**src/rtl/phc_pkg.sv**
```systemverilog
package phc_pkg;

    typedef enum logic [1:0] {
        ST_RUN    = 2'd0,
        ST_HOLD   = 2'd1,
        ST_SQUASH = 2'd2
    } phc_state_e;

    typedef struct packed {
        logic pc_we;
        logic ifid_we;
        logic idex_zero;
        logic ifid_flush;
    } phc_ctl_t;

    localparam phc_ctl_t CTL_PASS  = '{pc_we: 1'b1, ifid_we: 1'b1, idex_zero: 1'b0, ifid_flush: 1'b0};
    localparam phc_ctl_t CTL_STALL = '{pc_we: 1'b0, ifid_we: 1'b0, idex_zero: 1'b1, ifid_flush: 1'b0};
    localparam phc_ctl_t CTL_FLUSH = '{pc_we: 1'b1, ifid_we: 1'b1, idex_zero: 1'b0, ifid_flush: 1'b1};

endpackage

```
**src/rtl/phc_src_match.sv**
```systemverilog
module phc_src_match #(
    parameter int REG_W   = 5,
    parameter int NUM_SRC = 2
) (
    input  logic                            ld_valid,
    input  logic [REG_W-1:0]                dst,
    input  logic [NUM_SRC-1:0][REG_W-1:0]   srcs,
    output logic                            hit
);
    logic [NUM_SRC-1:0] match;
    logic               dst_live;

    for (genvar g = 0; g < NUM_SRC; g++) begin : g_cmp
        assign match[g] = (srcs[g] == dst);
    end

    // register 0 is hardwired, so a load into it creates no dependence
    assign dst_live = ld_valid && (dst != '0);
    assign hit      = dst_live && (|match);
endmodule

```
**src/rtl/phc_ctrl_fsm.sv**
```systemverilog
module phc_ctrl_fsm
    import phc_pkg::*;
(
    input  logic     clk,
    input  logic     rst_n,
    input  logic     hazard,
    input  logic     br_taken,
    output phc_ctl_t ctl
);
    phc_state_e state_q, state_d;

    always_ff @(posedge clk or negedge rst_n) begin
        if (!rst_n) state_q <= ST_RUN;
        else        state_q <= state_d;
    end

    always_comb begin
        state_d = ST_RUN;
        unique case (state_q)
            ST_RUN: begin
                if (hazard)        state_d = ST_HOLD;
                else if (br_taken) state_d = ST_SQUASH;
                else               state_d = ST_RUN;
            end
            ST_HOLD: begin
                if (br_taken) state_d = ST_SQUASH;
                else          state_d = ST_RUN;
            end
            ST_SQUASH: state_d = ST_RUN;
            default:   state_d = ST_RUN;
        endcase
    end

    always_comb begin
        ctl = CTL_PASS;
        unique case (state_q)
            ST_RUN: begin
                if (hazard)        ctl = CTL_STALL;
                else if (br_taken) ctl = CTL_FLUSH;
                else               ctl = CTL_PASS;
            end
            ST_HOLD: begin
                // bubble already sits in execute-entry; only the branch is re-judged
                if (br_taken) ctl = CTL_FLUSH;
                else          ctl = CTL_PASS;
            end
            ST_SQUASH: ctl = CTL_PASS;
            default:   ctl = CTL_PASS;
        endcase
    end
endmodule

```
**src/rtl/pipe_hazard_ctrl.sv**
```systemverilog
module pipe_hazard_ctrl
    import phc_pkg::*;
#(
    parameter int REG_W = 5
) (
    input  logic             clk,
    input  logic             rst_n,
    input  logic             ex_is_load,
    input  logic [REG_W-1:0] ex_dst_reg,
    input  logic [REG_W-1:0] dec_src_a,
    input  logic [REG_W-1:0] dec_src_b,
    input  logic             dec_branch_taken,
    output logic             pc_we,
    output logic             ifid_we,
    output logic             idex_ctrl_zero,
    output logic             ifid_flush
);
    localparam int NUM_SRC = 2;

    logic [NUM_SRC-1:0][REG_W-1:0] srcs;
    logic                          hazard;
    phc_ctl_t                      ctl;

    assign srcs = {dec_src_b, dec_src_a};

    phc_src_match #(.REG_W(REG_W), .NUM_SRC(NUM_SRC)) u_match (
        .ld_valid (ex_is_load),
        .dst      (ex_dst_reg),
        .srcs     (srcs),
        .hit      (hazard)
    );

    phc_ctrl_fsm u_fsm (
        .clk      (clk),
        .rst_n    (rst_n),
        .hazard   (hazard),
        .br_taken (dec_branch_taken),
        .ctl      (ctl)
    );

    assign pc_we          = ctl.pc_we;
    assign ifid_we        = ctl.ifid_we;
    assign idex_ctrl_zero = ctl.idex_zero;
    assign ifid_flush     = ctl.ifid_flush;
endmodule

```
**config.mk**
```make
export PLATFORM = sky130hd
export DESIGN_NAME = pipe_hazard_ctrl
export DESIGN_NICKNAME = d
export VERILOG_FILES = /design/src/rtl/phc_pkg.sv /design/src/rtl/phc_src_match.sv /design/src/rtl/phc_ctrl_fsm.sv /design/src/rtl/pipe_hazard_ctrl.sv
export SDC_FILE = /design/constraint.sdc
export NUM_CORES = 1
export LEC_CHECK = 0
export CAP_MARGIN = 20
export CORE_AREA = 2 2 39 41
export CTS_CLUSTER_SIZE = 30
export DETAILED_ROUTE_END_ITERATION = 12
export DIE_AREA = 0 0 41 43
export GPL_TIMING_DRIVEN = 0
export PLACE_DENSITY = 0.48
export SLEW_MARGIN = 20
export SYNTH_ARGS = -nofsm -noshare
export SYNTH_HDL_FRONTEND = slang
export SYNTH_SLANG_ARGS = --single-unit
```
**constraint.sdc**
```tcl
create_clock -name clk -period 1.55 [get_ports clk]
set_clock_uncertainty 0.2 [all_clocks]
set_input_delay 0.155 -clock clk [delete_from_list [all_inputs] [get_ports clk]]
set_output_delay 0.155 -clock clk [all_outputs]
set_load 0.02 [all_outputs]
```
==> out/results.tsv, run 1 <==
metric	value	unit
status	finished with violations	
failing checks	setup timing	
mux contribution to synthesized area	0	%
Clock Root Buffer	clkbuf_4	
cell taking the most area after synthesis	xnor2_1	
CTS tree	done	
#FFs+latches synth	2	
main combinational cell family by area after synthesis	XOR/XNOR gates	
# diodes	0	
# placed instances	63	
Final Cycle Share	105	%
synthesized area	215	um2
DRC viols	0	
initial antenna violation count	0	
Fillers	151	
max cap viols	0	
largest net degree at the start of global routing	4	
number of synthesized flops with an enable pin	0	
clock-pin slew on the worst setup and hold paths	0.03	ns
critical path class	input pin to primary output	
synthesized area per cell	8.61	um2
max-slew violations	0	
setup tns final	-0.245	ns
Synth Area in Adders	0	%
Yosys cell types	13	
Synth top area share	40.7	%
PortBufs	22	
core area	1380	um2
Hold Path Class	input pin to flop	
pwr dens	545	nW/um2
wire per inst	9.24	um
most numerous cell in the Yosys netlist	xnor2_1	
vias in the first global route	278	
ys async rst share	100	%
first-pass GRT wire length	1030	um
clock tree buffer depth	2	
met3 usage	3.66	%
Post-synth top flop	dfrtp_1	
Crit path required time	1.19	ns
leak pwr	0.233	nW
Congestion Overflow GR	0	
register area share after synthesis	23.3	%
Most Crowded Layer GR	met2	
flop-to-flop setup slack	0.42	ns
die extent in x	41	um
Rows	14	
startpoint types	input pin	
Biggest register	u_fsm.state_q	
share of layout cells above drive strength 1	40.7	%
Simple-Gate Fraction of Synth Area	27.3	%
initial detailed-routing violation count	0	
initial core utilization	15.6	%
Largest register FFs	2	
Layout area overhead	151	%
RSZ-0062 raised after global routing	true	
routability cong.	0.571	
die height	43	um
Worst IR Drop VDD	254	uV
Largest regs	u_fsm.state_q (2)	
NumNets Final	75	
GRT met2 Usage	11.6	%
Slew HR	87.3	%
Synth top cells by count	10 x xnor2_1, 2 x dfrtp_1, 2 x nand2_1, 2 x nand3_1	
synth top area cells	xnor2_1 41%, dfrtp_1 23%, nand3_1 4.7%	
Clk Latency, worst-skew pair	0.22	ns
via count	265	
H-tree levels	1	
Total Routing Usage GR	8.84	%
Crit path arrival time	1.27	ns
Total Power	294	uW
total CTS buffers	3	
Max Fclk	615	MHz
hold slack	0.273	ns
post-route insts no fill	70	
Synth Area in Compound Gates	5.23	%
Die Area	1760	um2
pre-CTS setup slack	-0.993	ns
Pre-Repair DR Iteration Count	1	
crit end category	primary output	
CP max FO	3	
Setup WS post-layout	-0.0766	ns
minimum clock period	1.63	ns
# IOs	23	
Final Hold Viols	0	
clk sinks	2	
synth warn	0	
Syn Inst Count	25	
worst-margin pin slew	0.190	ns
Final Setup Violations	4	
Synth Area in XOR/XNOR	40.7	%
Antenna Nets Post-Route	0	
via-per-instance ratio	3.79	
M1 GR Usage	10.3	%
Mapped Nets	44	
WL final	647	um
-- metal layers --
metal / vias to the layer above / share of wire [%]
met5: - / 0
met2: 14 / 45
met3: 0 / 12
li1: 143 / -
met1: 108 / 43
met4: 0 / 0
-- path summary, 6_finish.rpt --
check / start / to / cells after the start
hold / removal: ex_dst_reg[1] / u_fsm.state_q[0]$_DFF_PN0_ / 5
max in group asynchronous: rst_n / u_fsm.state_q[0]$_DFF_PN0_ / 2
setup reg to reg: u_fsm.state_q[0]$_DFF_PN0_ / u_fsm.state_q[1]$_DFF_PN0_ / 3
hold reg to reg: u_fsm.state_q[1]$_DFF_PN0_ / u_fsm.state_q[0]$_DFF_PN0_ / 1
setup / recovery: ex_dst_reg[2] / idex_ctrl_zero / 6
min in group asynchronous: rst_n / u_fsm.state_q[1]$_DFF_PN0_ / 2
-- stage by stage --
step	util (%)	area, um2
2_1_floorplan	-	223
3_3_place_gp	33.5	463
3_5_place_dp	33.5	463
4_1_cts	36.6	507
5_1_grt	39.0	539
6_report	39.0	539
-- cell usage in the layout, fill, tap and decap left out --
| cell | instances |
|---|---|
| clkdlybuf4s50_1 | 3 |
| nand2_1 | 2 |
| clkdlybuf4s15_1 | 3 |
| xnor2_2 | 1 |
| nor3b_4 | 1 |
| clkbuf_2 | 1 |
| or4_4 | 1 |
| nand3_1 | 2 |
| a21oi_2 | 1 |
| nand3b_1 | 1 |
| and3b_1 | 1 |
| buf_4 | 2 |
| nand2b_1 | 1 |
| buf_8 | 1 |
| dlygate4sd2_1 | 7 |
| buf_2 | 3 |
| dlygate4sd3_1 | 1 |
| clkbuf_4 | 3 |
| buf_6 | 6 |
| dfrtp_1 | 2 |
| xnor2_1 | 9 |
| nor2_4 | 1 |
| o22ai_2 | 1 |
-- layout make-up --
| type | count | area, um2 | area share, % |
|---|---|---|---|
| sequential | 2 | 50.0 | 9.28 |
| timing repair buffer | 26 | 238 | 44.1 |
| tap | 16 | 20.0 | 3.71 |
| buffer | 1 | 11.3 | 2.09 |
| multi-input combinational | 22 | 198 | 36.7 |
| clock buffer | 3 | 22.5 | 4.18 |
-- where the power goes --
part	switching (mW)	internal (mW)
Clock	0.0311	0.0856
Sequential	0.00173	0.0555
Combinational	0.0441	0.0759
-- critical path: stages --
cell	delay, ns
buf_8	0.09
or4_4	0.53
nor2_4	0.11
nor3b_4	0.06
and3b_1	0.18
buf_6	0.13
-- what timing repair did --
item	in CTS	in global routing
resized for setup	55	12
pin swaps	18	7
hold buffers	1	0
setup buffers	3	0
setup endpoints to repair	6	4
endpoints found under the hold margin	2	0
-- cells by family (layout without fill, tap and decap cells) --
family	Yosys count	in the layout
flops	2	2
xor+xnor	10	10
simple gates	10	10
buf+inv	1	30
compound gates	2	2
No activity file was read; power rests on OpenSTA's default activity.
==> run 2, diff against run 1 <==
- CTS_BUF_LIST: default -> sky130_fd_sc_hd__clkbuf_2
==> run 2 against run 1 <==
Core utilization is 0.27 points higher; sequential power hardly changed; critical path type unchanged; critical path depth stayed put; non-clock buffer count is 1 higher; design area is 0.70% higher; the run still ends with setup timing left; final cell count is 1.4% higher.
==> out/results.tsv, run 2 (same netlist as run 1, synthesis figures left out) <==
metric	value	unit	change
NumNets Final	76		+1.3%
crit end category	primary output		
RSZ-0062 raised after global routing	true		
DRC viols	0		unchanged
# IOs	23		unchanged
startpoint types	input pin		
Final Cycle Share	105	%	-0.12 points
hold_sp	ex_dst_reg[0]		
Biggest register	u_fsm.state_q		
clock-pin slew on the worst setup and hold paths	0.03	ns	about the same
critical path class	input pin to primary output		
max cap viols	0		unchanged
Layout area overhead	152	%	
status	finished with violations		
worst-margin pin slew	0.191	ns	+0.000161 ns
PortBufs	22		unchanged
Antenna Nets Post-Route	0		unchanged
Rows	14		unchanged
Largest register FFs	2		unchanged
# placed instances	63		unchanged
pwr dens	484	nW/um2	-11%
H-tree levels	1		unchanged
failing checks	setup timing		
CTS tree	done		
most frequent cells in the layout	9 x xnor2_1, 7 x dlygate4sd2_1, 5 x buf_6		
routability cong.	0.571		unchanged
Pre-Repair DR Iteration Count	1		unchanged
Die Area	1760	um2	unchanged
die extent in x	41	um	unchanged
Final Setup Violations	4		unchanged
vias in the first global route	278		unchanged
Finished Core Util	39.2	%	+0.27 points
Clk Latency, worst-skew pair	0.19	ns	-0.03 ns
Hold Path Class	input pin to flop		
clock tree buffer depth	2		unchanged
first-pass GRT wire length	1030	um	unchanged
# diodes	0		unchanged
Crit path required time	1.19	ns	about the same
Max Fclk	615	MHz	+0.11%
largest net degree at the start of global routing	4		unchanged
initial antenna violation count	0		unchanged
crit path launch	ex_dst_reg[1]		
Slew HR	87.3	%	about the same
Final Cell Area	543	um2	+0.70%
Worst IR Drop VDD	242	uV	-4.7%
die height	43	um	unchanged
post-route insts no fill	71		+1.4%
Crit path arrival time	1.27	ns	about the same
Setup WS post-layout	-0.0748	ns	+0.00184 ns
CP max FO	3		unchanged
max-slew violations	0		unchanged
worst r2r src	u_fsm.state_q[0]$_DFF_PN0_		
initial core utilization	15.6	%	unchanged
core area	1380	um2	unchanged
total CTS buffers	3		unchanged
most common cell after layout, fill and taps aside	xnor2_1		
leak pwr	0.238	nW	+2.1%
initial detailed-routing violation count	0		unchanged
via count	269		+1.5%
via-per-instance ratio	3.79		about the same
WL final	650	um	+0.46%
placed cell area	463	um2	unchanged
Largest regs	u_fsm.state_q (2)		
Final Hold Viols	0		unchanged
clk sinks	2		unchanged
share of layout cells above drive strength 1	41.8	%	+1.1 points
Clock Root Buffer	clkbuf_2		
wire per inst	9.15	um	-0.95%
Congestion Overflow GR	0		unchanged
minimum clock period	1.62	ns	-0.00184 ns
Total Routing Usage GR	8.84	%	unchanged
[run 2: critical path, stage by stage]
cell and delay (ns):
buf_8 0.09, or4_4 0.53, nor2_4 0.11, nor3b_4 0.06
and3b_1 0.18, buf_6 0.13
[run 2: through the flow]
stage / TNS, ns / total power [mW] / hold WS (ns) / worst slack, ns
6_report: -0.237 / 0.263 / 0.312 / -0.0748
5_1_grt: -0.388 / 0.285 / 0.318 / -0.119
3_5_place_dp: -4.38 / 0.168 / 0.130 / -0.993
3_3_place_gp: -4.35 / 0.168 / 0.129 / -0.984
2_1_floorplan: -0.0260 / 0.102 / -0.341 / -0.0260
4_1_cts: -0.434 / 0.261 / 0.289 / -0.125
[run 2: layer usage]
metal / global-route usage [%] / up-vias / part of all wire (%)
met5: 0 / - / 0
met4: 8.00 / 0 / 0
met3: 3.66 / 0 / 12
met2: 11.6 / 14 / 44
met1: 10.3 / 110 / 43
li1: - / 145 / -
[run 2: path summary, 6_finish.rpt]
check | endpoint | slack (ns) | cells past startpoint
max in group asynchronous | u_fsm.state_q[0]$_DFF_PN0_ | 0.56 | 2
min in group asynchronous | u_fsm.state_q[1]$_DFF_PN0_ | 0.47 | 2
worst min register to register | u_fsm.state_q[0]$_DFF_PN0_ | 0.40 | 1
worst max register to register | u_fsm.state_q[1]$_DFF_PN0_ | 0.40 | 3
worst min-delay path | u_fsm.state_q[0]$_DFF_PN0_ | 0.31 | 4
worst max-delay path | idex_ctrl_zero | -0.07 | 6
[run 2: area by class of cell]
type	count	area, um2
well taps	16	20.0
repair buffers	27	249
flip-flops and latches	2	50.0
plain buffers	1	11.3
clock buffers	3	15.0
fillers	150	841
multi-input cells	22	198
[run 2: where the power goes]
group,internal [mW],total (mW),switching [mW]
Clock,0.0515,0.0829,0.0314
Combinational,0.0785,0.123,0.0444
Sequential,0.0555,0.0573,0.00173
[run 2: timing repair]
action / in CTS / in global routing
hold endpoints to repair: 2 / 0
resized for setup: 55 / 13
endpoints found under the setup margin: 6 / 4
pin swaps: 18 / 9
setup buffers: 3 / 1
hold buffers: 1 / 0
